### config.mk
export PLATFORM = sky130hd
export DESIGN_NAME = useq_sequencer
export DESIGN_NICKNAME = d
export VERILOG_FILES = /design/src/rtl/useq_pkg.sv /design/src/rtl/useq_cond_sel.sv /design/src/rtl/useq_fields.sv /design/src/rtl/useq_next_addr.sv /design/src/rtl/useq_sequencer.sv
export SDC_FILE = /design/constraint.sdc
export NUM_CORES = 1
export LEC_CHECK = 0
export BUFFER_PORTS_ARGS = -buffer_cell sky130_fd_sc_hd__buf_2
export CORE_UTILIZATION = 44
export DETAILED_ROUTE_END_ITERATION = 10
export GPL_TIMING_DRIVEN = 0
export PLACE_DENSITY_LB_ADDON = 0.25
export SYNTH_ARGS = -nofsm -noshare
export SYNTH_HDL_FRONTEND = slang
export SYNTH_SLANG_ARGS = --single-unit
### constraint.sdc
create_clock -name clk -period 1.6 [get_ports clk]
set_clock_uncertainty 0.15 [all_clocks]
set_input_delay 0.16 -clock clk [delete_from_list [all_inputs] [get_ports clk]]
set_output_delay 0.16 -clock clk [all_outputs]
set_load 0.02 [all_outputs]
### src/rtl/useq_pkg.sv
package useq_pkg;
  localparam int CD_W = 2;
  localparam int BR_W = 2;

  typedef enum logic [CD_W-1:0] {
    CD_ALWAYS = 2'b00,
    CD_IND    = 2'b01,
    CD_SIGN   = 2'b10,
    CD_ZERO   = 2'b11
  } cond_sel_e;

  typedef enum logic [BR_W-1:0] {
    BR_JUMP = 2'b00,
    BR_CALL = 2'b01,
    BR_RET  = 2'b10,
    BR_MAP  = 2'b11
  } br_kind_e;
endpackage

### src/rtl/useq_cond_sel.sv
module useq_cond_sel
  import useq_pkg::*;
(
  input  cond_sel_e sel,
  input  logic      ind_bit,
  input  logic      ac_sign,
  input  logic      ac_zero,
  output logic      cond_true
);
  always_comb begin
    unique case (sel)
      CD_ALWAYS: cond_true = 1'b1;
      CD_IND:    cond_true = ind_bit;
      CD_SIGN:   cond_true = ac_sign;
      CD_ZERO:   cond_true = ac_zero;
    endcase
  end
endmodule

### src/rtl/useq_fields.sv
module useq_fields #(
  parameter int FW     = 3,
  parameter int NUM_F  = 3,
  parameter int WORD_W = 20
) (
  input  logic [WORD_W-1:0]          word,
  output logic [NUM_F-1:0][FW-1:0]   fields
);
  for (genvar k = 0; k < NUM_F; k++) begin : g_field
    // Field 0 sits at the top of the word, later fields follow downward.
    assign fields[k] = word[WORD_W-1-k*FW -: FW];
  end
endmodule

### src/rtl/useq_next_addr.sv
module useq_next_addr
  import useq_pkg::*;
#(
  parameter int ADDR_W = 7,
  parameter int OPC_W  = 4
) (
  input  logic [ADDR_W-1:0] car_cur,
  input  logic [ADDR_W-1:0] sbr_cur,
  input  br_kind_e          kind,
  input  logic [ADDR_W-1:0] target,
  input  logic [OPC_W-1:0]  opcode,
  input  logic              cond_true,
  output logic [ADDR_W-1:0] car_nxt,
  output logic [ADDR_W-1:0] ret_addr,
  output logic              save_ret
);
  // Step by one; the carry out of the top bit is dropped, so the address wraps.
  function automatic logic [ADDR_W-1:0] step_addr(input logic [ADDR_W-1:0] a);
    return a + ADDR_W'(1);
  endfunction

  // Opcode placed above two zero bits; every upper bit is zero.
  function automatic logic [ADDR_W-1:0] dispatch_addr(input logic [OPC_W-1:0] op);
    return ADDR_W'(op) << 2;
  endfunction

  assign ret_addr = step_addr(car_cur);
  assign save_ret = (kind == BR_CALL) && cond_true;

  always_comb begin
    unique case (kind)
      BR_JUMP, BR_CALL: car_nxt = cond_true ? target : ret_addr;
      BR_RET:           car_nxt = sbr_cur;
      BR_MAP:           car_nxt = dispatch_addr(opcode);
    endcase
  end
endmodule

### src/rtl/useq_sequencer.sv
module useq_sequencer
  import useq_pkg::*;
#(
  parameter int ADDR_W     = 7,
  parameter int OPC_W      = 4,
  parameter int FW         = 3,
  parameter int START_ADDR = 64,
  localparam int NUM_F     = 3,
  localparam int WORD_W    = NUM_F*FW + CD_W + BR_W + ADDR_W
) (
  input  logic              clk,
  input  logic              rst,
  input  logic [WORD_W-1:0] uword,
  input  logic [OPC_W-1:0]  opcode,
  input  logic              ind_bit,
  input  logic              ac_sign,
  input  logic              ac_zero,
  output logic [ADDR_W-1:0] car,
  output logic [FW-1:0]     uop_f1,
  output logic [FW-1:0]     uop_f2,
  output logic [FW-1:0]     uop_f3
);
  logic [ADDR_W-1:0]        car_q, sbr_q, car_nxt, ret_addr, target;
  logic                     cond_true, save_ret;
  cond_sel_e                cd;
  br_kind_e                 br;
  logic [NUM_F-1:0][FW-1:0] fields;

  assign cd     = cond_sel_e'(uword[ADDR_W+BR_W +: CD_W]);
  assign br     = br_kind_e'(uword[ADDR_W +: BR_W]);
  assign target = uword[ADDR_W-1:0];

  useq_fields #(.FW(FW), .NUM_F(NUM_F), .WORD_W(WORD_W)) u_fields (
    .word(uword), .fields(fields)
  );

  assign uop_f1 = fields[0];
  assign uop_f2 = fields[1];
  assign uop_f3 = fields[2];

  useq_cond_sel u_cond (
    .sel(cd), .ind_bit(ind_bit), .ac_sign(ac_sign), .ac_zero(ac_zero),
    .cond_true(cond_true)
  );

  useq_next_addr #(.ADDR_W(ADDR_W), .OPC_W(OPC_W)) u_next (
    .car_cur(car_q), .sbr_cur(sbr_q), .kind(br), .target(target),
    .opcode(opcode), .cond_true(cond_true),
    .car_nxt(car_nxt), .ret_addr(ret_addr), .save_ret(save_ret)
  );

  always_ff @(posedge clk) begin
    if (rst) begin
      car_q <= ADDR_W'(START_ADDR);
      sbr_q <= '0;
    end else begin
      car_q <= car_nxt;
      if (save_ret) sbr_q <= ret_addr;
    end
  end

  assign car = car_q;

  AST_RESET_FETCH: assert property (@(posedge clk) disable iff (rst)
    $past(rst) |-> (car_q == ADDR_W'(START_ADDR) && sbr_q == '0));

  AST_JUMP_TAKEN: assert property (@(posedge clk) disable iff (rst)
    ((br == BR_JUMP || br == BR_CALL) && cond_true) |=> car_q == $past(target));

  AST_FALL_THROUGH: assert property (@(posedge clk) disable iff (rst)
    ((br == BR_JUMP || br == BR_CALL) && !cond_true)
      |=> car_q == ADDR_W'($past(car_q) + ADDR_W'(1)));

  AST_CALL_SAVE: assert property (@(posedge clk) disable iff (rst)
    (br == BR_CALL && cond_true) |=> sbr_q == ADDR_W'($past(car_q) + ADDR_W'(1)));

  AST_SBR_HOLD: assert property (@(posedge clk) disable iff (rst)
    !(br == BR_CALL && cond_true) |=> $stable(sbr_q));

  AST_RET_LOAD: assert property (@(posedge clk) disable iff (rst)
    (br == BR_RET) |=> car_q == $past(sbr_q));

  AST_MAP_ALIGN: assert property (@(posedge clk) disable iff (rst)
    (br == BR_MAP) |=> (car_q[1:0] == 2'b00 && car_q[ADDR_W-1] == 1'b0));
endmodule

==> metrics.md, run 1 <==
| Metric | Value |
|---|---|
| Status | `complete, no violations` |
| PnR worst setup slack | `103 ps` |
| Internal cell power | `617 uW` |
| Post-CTS Setup Inserts | `0` |
| Worst EP required | `1620 ps` |
| Congestion Overflow GR | `0` |
| Vias/cell | `5.27` |
| Crit-path max FO | `6` |
| Fin crit share | `93.6%` |
| Die area | `2120 um2` |
| Crit path cell chain | `ha_1 -> xnor2_2 -> nor4_1 -> or3_1` |
| CTS Root Cell | `clkbuf_4` |
| Total core area | `1760 um2` |
| Clock buffer count from CTS | `3` |
| Critical Path AT | `1520 ps` |
| H-tree depth | `1` |
| RSZ-0062 raised after global routing | `no` |
| WL/cell | `12.3 um` |
| Synth unique cells | `33` |
| Cell Area, Synth | `852 um2` |
| Area grow syn2layout | `30.5%` |
| Cell Rows | `15` |
| # setup viols final | `0` |
| Die Wd | `46.0 um` |
| DP Wirelength | `1490 um` |
| CP max stage delay | `420 ps` |
| Leakage | `0.491 nW` |
| Sw power | `265 uW` |
| Commonest non-fill, non-tap cell in the layout | `buf_2` |
| Min-Delay Path Class | `input port to flip-flop` |
| Crit-path slowest cell | `dfxtp_1` |
| Most frequent cells in the layout | `buf_2, dfxtp_1, nor2_1` |
| Tot GR Track Use | `19.1%` |
| Synthesis Warnings | `0` |
| Ys async rst share | `0%` |
| Post-synth EDFFs | `0` |
| Comb pwr share | `26.2%` |
| Share of layout cells above drive strength 1 | `45.0%` |
| Switching share of power | `30.0%` |
| Starting Density | `48.3%` |
| Clock transition at path regs | `90 ps` |
| Pre-CTS setup slack | `-26.2 ps` |
| Antenna viol nets, final | `0` |
| Vias in the first global route | `700` |
| Clock Power Share | `29.2%` |
| TritonCTS clock tree | `built` |
| Pin count of the biggest net entering global routing | `11` |
| Layout Nets | `162` |
| First-pass GRT wire length | `2880 um` |
| Initial antenna violation count | `0` |
| Max Clk Rate | `668 MHz` |
| Mean Syn Cell Area | `9.26 um2` |
| IO Count | `45` |
| Synth Net Count | `122` |
| Maximum VDD drop | `716 uV` |
| Pwr Density | `792 nW/um2` |
| Die Ht | `46.0 um` |
| CP Capture Type | `flip-flop` |
| Top delay family on crit path | `flip-flops` |
| Worst slew margin | `60.9%` |
| Routed WL | `1920 um` |
| Post-place instance area | `1050 um2` |
| Worst-Skew Late Latency | `280 ps` |
| Crit path buffers/inverters | `0` |
| Worst slew pin tran | `587 ps` |
| Max-cap violation count | `0` |
| FF+latch count, synth | `14` |
| Sequential share of power | `44.6%` |
| I/O Buffers | `33` |
| CTS max path bufs | `2` |
| Design area | `1110 um2` |
| Sink Count | `14` |
| Vias | `822` |
| Routability cong. | `0.743` |
| # DRC | `0` |
| Count of final hold-check violations | `0` |
| Fin. max-slew vios | `0` |
| Critical path start-end classification | `flip-flop to flip-flop` |
| Synthesized instance count | `92` |
| Final Critical Period | `1500 ps` |
| Ant diodes | `0` |
| Router iterations before antenna repair | `4` |
| Dominant synthesized flop cell | `dfxtp_1` |
| DRT iter0 DRCs | `20` |
| Register area share after synthesis | `32.9%` |
| Startpoint types | `flip-flop` |
## metal layers
layer	vias to the layer above	global-route usage (%)	part of all wire, %
met3	0	5.95	9.2
li1	405	-	-
met5	-	0	0
met4	0	1.76	0
met2	42	34.6	50
met1	375	22.6	41
## synth_stat cells (2+ instances only)
cell	instances	area, um2
nor2_1	12	45.0
o41ai_1	3	26.3
mux2i_1	6	60.1
buf_4	10	75.1
a211oi_1	2	15.0
a211oi_2	4	50.1
nor3b_1	3	22.5
xor2_1	4	35.0
clkbuf_1	2	7.51
inv_1	2	7.51
nand3_1	4	20.0
dfxtp_1	14	280
a21oi_1	6	30.0
## stage by stage
step	TNS [ps]	instances	hold WS, ps	utilization, %	total power, mW
final	0	156	56.0	63.0	0.881
after detailed placement	-87.7	150	266	59.4	0.627
after global routing	0	156	74.9	63.0	0.934
after CTS	0	156	60.0	62.6	0.886
after global placement	0	150	246	59.4	0.621
after floorplan	0	92	146	-	0.555
## logic make-up after synthesis
kind of cell	synth area share [%]
AO/OA/AOI/OAI	22.9
adder cells (fa/ha/maj)	1.47
multiplexers	7.05
buffers and inverters	12.9
flip-flops	32.9
XOR/XNOR	5.14
AND/OR/NAND/NOR	17.6
## worst min-delay path: cells and delay by family
family                 cells  cell delay (ps)
buffers and inverters      1               70
muxes                      1               50
and+or+nand+nor            2              170
## worst paths after layout
kind,from,end,slack (ps),depth (start not counted)
hold reg to reg,sbr_q[0],sbr_q[0],370,2
setup reg to reg,car[0],car[2],100,4
hold / removal,opcode[0],car[2],60,4
setup / recovery,car[0],car[2],100,4
## cell type report
class,count,area [um2]
inverters,2,7.51
plain buffers,15,103
flip-flops and latches,14,280
fillers,177,652
repair buffers,35,185
clock buffers,4,36.3
multi-input cells,61,469
well taps,25,31.3
## registers in the layout, summed over array words and instances, names as in the netlist
register / flops
car: 7
sbr_q: 7
## power by group through the flow
stage | clock, mW | combinational (mW) | sequential, mW
after floorplan | 0 | 0.140 | 0.415
after global placement | 0 | 0.221 | 0.400
after detailed placement | 0 | 0.226 | 0.401
after CTS | 0.262 | 0.231 | 0.393
after global routing | 0.286 | 0.251 | 0.397
final | 0.257 | 0.231 | 0.393
## what timing repair did
item,CTS,global route
resized for setup,0,1
hold buffers,2,0
setup endpoints to repair,0,1
hold endpoints to repair,2,0
(Power assumes the default switching activity.)
==> run 2, diff against run 1 <==
--- a/config.mk
+++ b/config.mk
@@ -5,11 +5,12 @@
 export SDC_FILE = /design/constraint.sdc
 export NUM_CORES = 1
 export LEC_CHECK = 0
+export ABC_AREA = 1
 export BUFFER_PORTS_ARGS = -buffer_cell sky130_fd_sc_hd__buf_2
-export CORE_UTILIZATION = 44
+export CORE_UTILIZATION = 46
 export DETAILED_ROUTE_END_ITERATION = 10
 export GPL_TIMING_DRIVEN = 0
-export PLACE_DENSITY_LB_ADDON = 0.25
+export PLACE_DENSITY = 0.79
 export SYNTH_ARGS = -nofsm -noshare
 export SYNTH_HDL_FRONTEND = slang
 export SYNTH_SLANG_ARGS = --single-unit
==> run 2 against run 1 <==
Against the previous run: setup slack better by 21 ps; wire length is 13% higher; hold slack lost 10 ps; cell area grew 9.9%; via count rose by 24%; die area is 10% higher; first-iteration DRC count rose by 5.0%; sequential power barely moved; utilization down 1.4 points; global-route usage increased by 1.1 points; critical endpoint is now car[6]; largest cell class unchanged; highest routed layer is now met4.
==> metrics.md, run 2 <==
| Metric | Value |
|---|---|
| Status | `complete, no violations` |
| RSZ-0062 raised after global routing | `no` |
| Fin. max-slew vios | `0` |
| Post-place instance area | `1190 um2` |
| Synth Net Count | `175` |
| I/O Buffers | `33` |
| Top sig layer | `met4` |
| Final Critical Period | `1480 ps` |
| Design area | `1220 um2` |
| Cell Rows | `16` |
| CTS max path bufs | `2` |
| Post-synth EDFFs | `0` |
| Cell Area, Synth | `987 um2` |
| Dominant synthesized flop cell | `dfxtp_1` |
| Ant diodes | `0` |
| Pin count of the biggest net entering global routing | `11` |
| Routability cong. | `0.822` |
| Layout Utilization | `61.7%` |
| CTS Root Cell | `clkbuf_4` |
| Max Clk Rate | `677 MHz` |
| Ys async rst share | `0%` |
| CP max stage delay | `380 ps` |
| DRT iter0 DRCs | `21` |
| Commonest non-fill, non-tap cell in the layout | `buf_2` |
| Pre-CTS setup slack | `-1.08 ps` |
| Fin crit share | `92.3%` |
| Filler Cell Count | `194` |
| Synth area leaders | `dfxtp_1, nand2_1, inv_1` |
| H-tree depth | `1` |
| Worst-Skew Late Latency | `290 ps` |
| Min-Delay Path Class | `input port to flip-flop` |
| Router iterations before antenna repair | `4` |
| Critical path start-end classification | `flip-flop to flip-flop` |
| Startpoint types | `flip-flop` |
| Area grow syn2layout | `23.8%` |
| Yosys top cell area share | `28.4%` |
| # DRC | `0` |
| Critical Path AT | `1500 ps` |
| Sink Count | `14` |
| Antenna viol nets, final | `0` |
| Met2 wire length | `1080 um` |
| TritonCTS clock tree | `built` |
| Register area share after synthesis | `28.4%` |
| First-pass GRT wire length | `3670 um` |
| Clock transition at path regs | `80 ps` |
| Initial antenna violation count | `0` |
| Max-cap violation count | `0` |
| Synth unique cells | `24` |
| Post-synth top cells | `nand2_1, inv_1, dfxtp_1, nand3_1, buf_4` |
| Share of layout cells above drive strength 1 | `36.3%` |
| Tot GR Track Use | `20.3%` |
| Total core area | `1980 um2` |
| # setup viols final | `0` |
| Die Ht | `48.3 um` |
| Layout Nets | `214` |
| Die Wd | `48.3 um` |
| Count of final hold-check violations | `0` |
| FF+latch count, synth | `14` |
| Mean Syn Cell Area | `6.81 um2` |
| R2r setup slk | `120 ps` |
| Vias | `1,019` |
| Synthesized instance count | `145` |
| Worst slew pin tran | `245 ps` |
| Setup_tns | `0 ps` |
| Synthesis Warnings | `0` |
| Vias in the first global route | `961` |
| Crit path buffers/inverters | `0` |
| Vias/cell | `4.88` |
| Worst EP required | `1620 ps` |
| Post-synth top area cell | `dfxtp_1` |
| Met3 Wirelength | `124 um` |
| Leakage | `0.646 nW` |
| Crit path cell chain | `ha_2 -> nand4_2 -> o21ai_1 -> nand2_1 -> o21ai_1 -> nand2_1` |
| Pwr Density | `687 nW/um2` |
| Clock buffer count from CTS | `3` |
| Worst slew margin | `83.7%` |
| Crit-path max FO | `6` |
| DP Wirelength | `1740 um` |
| Congestion Overflow GR | `0` |
| Starting Density | `49.8%` |
| CP Capture Type | `flip-flop` |
| WL/cell | `10.4 um` |
| Most frequent cell after synthesis | `nand2_1` |
| Routed WL | `2160 um` |
| PnR worst setup slack | `124 ps` |
| Top delay family on crit path | `flip-flops` |
| Maximum VDD drop | `445 uV` |
| IO Count | `45` |
| Crit-path slowest cell | `dfxtp_2` |
| Most frequent cells in the layout | `buf_2, nand2_1, inv_1` |
| DRT met1 WL | `918 um` |
| Die area | `2340 um2` |
run 2: power by group:
part | internal, mW | total (mW) | switching, mW
registers | 0.372 | 0.392 | 0.0198
logic | 0.104 | 0.246 | 0.142
clock network | 0.0877 | 0.202 | 0.114
total | 0.563 | 0.840 | 0.276
run 2: worst paths after layout:
path | from | endpoint | depth (start not counted)
worst max-delay path | car[0] | car[6] | 6
worst min-delay path | uword[7] | sbr_q[2] | 3
worst max register to register | car[0] | car[6] | 6
worst min register to register | sbr_q[0] | sbr_q[0] | 2
run 2: cell type report:
type | count | area, um2 | share of cell area, %
buffer | 13 | 105 | 8.60
clock buffer | 3 | 22.5 | 1.84
inverter | 26 | 97.6 | 7.98
multi-input combinational | 92 | 507 | 41.5
sequential | 14 | 282 | 23.0
tap | 27 | 33.8 | 2.76
timing repair buffer | 34 | 175 | 14.3
run 2: kinds of logic (layout without fill, tap and decap cells):
group | Yosys count | in the layout | share of synthesized area, %
adder cells (fa/ha/maj) | 1 | 1 | 1.27
flip-flops | 14 | 14 | 28.4
buffers and inverters | 39 | 76 | 20.5
AO/OA/AOI/OAI | 19 | 19 | 10.8
XOR/XNOR | 1 | 1 | 0.887
AND/OR/NAND/NOR | 71 | 71 | 38.2
run 2: worst reg2reg max path, cell delays in order, from the launching register on:
cell     delay [ps]
dfxtp_2         380
ha_2            230
nand4_2         150
o21ai_1         150
nand2_1          90
o21ai_1         140
nand2_1          80
run 2: metrics by stage:
stage	total power, mW	hold slack (ps)	instances
detailed placement	0.644	266	205
CTS	0.850	38.6	209
floorplan	0.570	214	145
finish	0.840	45.6	209
global placement	0.637	264	205
global route	0.896	47.4	209
run 2: layer usage:
layer | up-vias | global-route usage, %
met2 | 32 | 35.2
met5 | - | 0
li1 | 526 | -
met1 | 456 | 22.2
met3 | 5 | 5.66
met4 | 0 | 11.3
run 2: timing repair:
action	CTS	global route
hold buffers	1	0
endpoints found under the hold margin	9	0
gates resized for setup	2	1
buffers inserted	0	0
setup endpoints to repair	1	1
==> run 3, diff against run 2 <==
--- a/config.mk
+++ b/config.mk
@@ -6,11 +6,11 @@
 export NUM_CORES = 1
 export LEC_CHECK = 0
 export ABC_AREA = 1
-export BUFFER_PORTS_ARGS = -buffer_cell sky130_fd_sc_hd__buf_2
-export CORE_UTILIZATION = 46
+export CORE_UTILIZATION = 60
 export DETAILED_ROUTE_END_ITERATION = 10
+export DONT_BUFFER_PORTS = 1
 export GPL_TIMING_DRIVEN = 0
-export PLACE_DENSITY = 0.79
+export PLACE_DENSITY = 0.76
 export SYNTH_ARGS = -nofsm -noshare
 export SYNTH_HDL_FRONTEND = slang
 export SYNTH_SLANG_ARGS = --single-unit
==> run 3 against run 2 <==
Against the previous run: combinational power shrank 22%; utilization grew 10 points; critical path type unchanged; via count shrank 6.3%; largest power group unchanged.
==> metrics.md, run 3 (same netlist as run 2, synthesis figures left out) <==
| Metric | Value |
|---|---|
| Die Wd | `42.6 um` |
| Clock buffer count from CTS | `3` |
| Vias in the first global route | `788` |
| Clock transition at path regs | `90 ps` |
| # setup viols final | `0` |
| RSZ-0062 raised after global routing | `yes` |
| Die Ht | `42.6 um` |
| Hold path start | `opcode[1]` |
| Starting Density | `64.8%` |
| Area grow syn2layout | `10.9%` |
| CTS Root Cell | `clkbuf_4` |
| CP Capture Type | `flip-flop` |
| FF-to-FF Start | `car[0]` |
| Pwr Density | `793 nW/um2` |
| CTS max path bufs | `2` |
| Vias/cell | `5.65` |
| Worst EP required | `1640 ps` |
| Count of final hold-check violations | `0` |
| # DRC | `0` |
| Min-Delay Endpoint | `car[3]` |
| Critical Path AT | `1530 ps` |
| Post-place instance area | `1010 um2` |
| Share of layout cells above drive strength 1 | `23.5%` |
| Commonest non-fill, non-tap cell in the layout | `nand2_1` |
| Worst slew pin tran | `379 ps` |
| Initial antenna violation count | `0` |
| Max-cap violation count | `0` |
| Cell Rows | `14` |
| Congestion Overflow GR | `0` |
| Fin crit share | `93.1%` |
| Final Critical Period | `1490 ps` |
| Worst Hold Path Cells | `4` |
| M2 GR Usage | `38.8%` |
| Layout Nets | `184` |
| Die area | `1810 um2` |
| Tot GR Track Use | `24.7%` |
| Setup_tns | `0 ps` |
| IO Count | `45` |
| Status | `complete, no violations` |
| Pin count of the biggest net entering global routing | `11` |
| DRT iter0 DRCs | `21` |
| I/O Buffers | `0` |
| Worst slew margin | `74.7%` |
| Fin. max-slew vios | `0` |
| Most frequent cells in the layout | `nand2_1, inv_1, nand3_1` |
| TritonCTS clock tree | `built` |
| Min-Delay Path Class | `input port to flip-flop` |
| Router iterations before antenna repair | `4` |
| First-pass GRT wire length | `3310 um` |
| Met1 Use GR | `29.8%` |
| Vias | `955` |
| Max Clk Rate | `671 MHz` |
| Critical path start-end classification | `flip-flop to flip-flop` |
| Routability cong. | `0.819` |
| Antenna viol nets, final | `0` |
| WL/cell | `12.4 um` |
| Maximum VDD drop | `610 uV` |
| Sink Count | `14` |
| Worst-Skew Late Latency | `290 ps` |
| GR peak layer | `met2` |
| Ant diodes | `0` |
| Worst r2r dst | `car[6]` |
| DP Wirelength | `1610 um` |
| Design area | `1090 um2` |
| R2r setup slk | `110 ps` |
| Routed WL | `2100 um` |
| Startpoint types | `flip-flop` |
| Leakage | `0.531 nW` |
| Crit-path max FO | `6` |
| Reg2reg path depth | `6` |
| Met3 Resource Use GR | `7.76%` |
| Total core area | `1520 um2` |
| Post-CTS Setup Inserts | `0` |
| H-tree depth | `1` |
[run 3: cell count changes in the layout (fill, tap and decap cells not counted), sizes merged]
cell         before  now
clkbuf            4    5
buf              45   12
dlygate4sd3       1    4
[run 3: layout make-up]
type	count	area, um2
clock buffers	4	36.3
repair buffers	4	40.0
inverters	26	97.6
fillers	120	429
well taps	16	20.0
plain buffers	13	105
flip-flops and latches	14	289
multi-input cells	92	507
[run 3: where the power goes]
group          switching, mW  leakage [nW]  internal [mW]
Combinational          0.113         0.393         0.0797
Clock                  0.128        0.0210          0.139
Sequential            0.0377         0.117          0.371
[run 3: metrics by stage]
step / instances / power [mW] / setup WS, ps / hold slack (ps) / util [%]
6_report: 169 / 0.869 / 110 / 0.872 / 71.8
5_1_grt: 169 / 0.911 / -8.89 / 44.5 / 71.8
4_1_cts: 169 / 0.868 / 23.8 / 6.64 / 71.4
3_5_place_dp: 161 / 0.600 / -123 / 237 / 66.1
3_3_place_gp: 161 / 0.596 / -53.5 / 225 / 66.1
2_1_floorplan: 145 / 0.570 / 56.7 / 214 / -
[run 3: per-layer routing]
metal / part of all wire, % / vias up / wire length [um]
li1: - / 471 / -
met1: 39 / 418 / 826
met2: 46 / 61 / 972
met3: 12 / 5 / 258
met4: 2.2 / 0 / 47
met5: 0 / - / 0
[run 3: how the worst max path moves through the flow]
stage,startpoint,endpoint,slack [ps],cells past startpoint
CTS,car[1],car[6],20,6
global route,car[0],car[6],-9,6
floorplan,car[0],car[6],60,6
global placement,car[0],car[6],-50,6
detailed placement,car[0],car[6],-120,6
finish,car[0],car[6],110,6
[run 3: critical path, cell delays in order (launching register included)]
cell	delay [ps]
dfxtp_4	420
ha_2	230
nand4_2	160
o21ai_1	170
nand2_1	80
o21ai_1	120
nand2_1	60
[run 3: what timing repair did]
item | in CTS | in global routing
setup endpoints to repair | 2 | 3
gates resized for setup | 3 | 4
gates cloned | 0 | 0
hold endpoints to repair | 10 | 0
hold buffers | 4 | 0
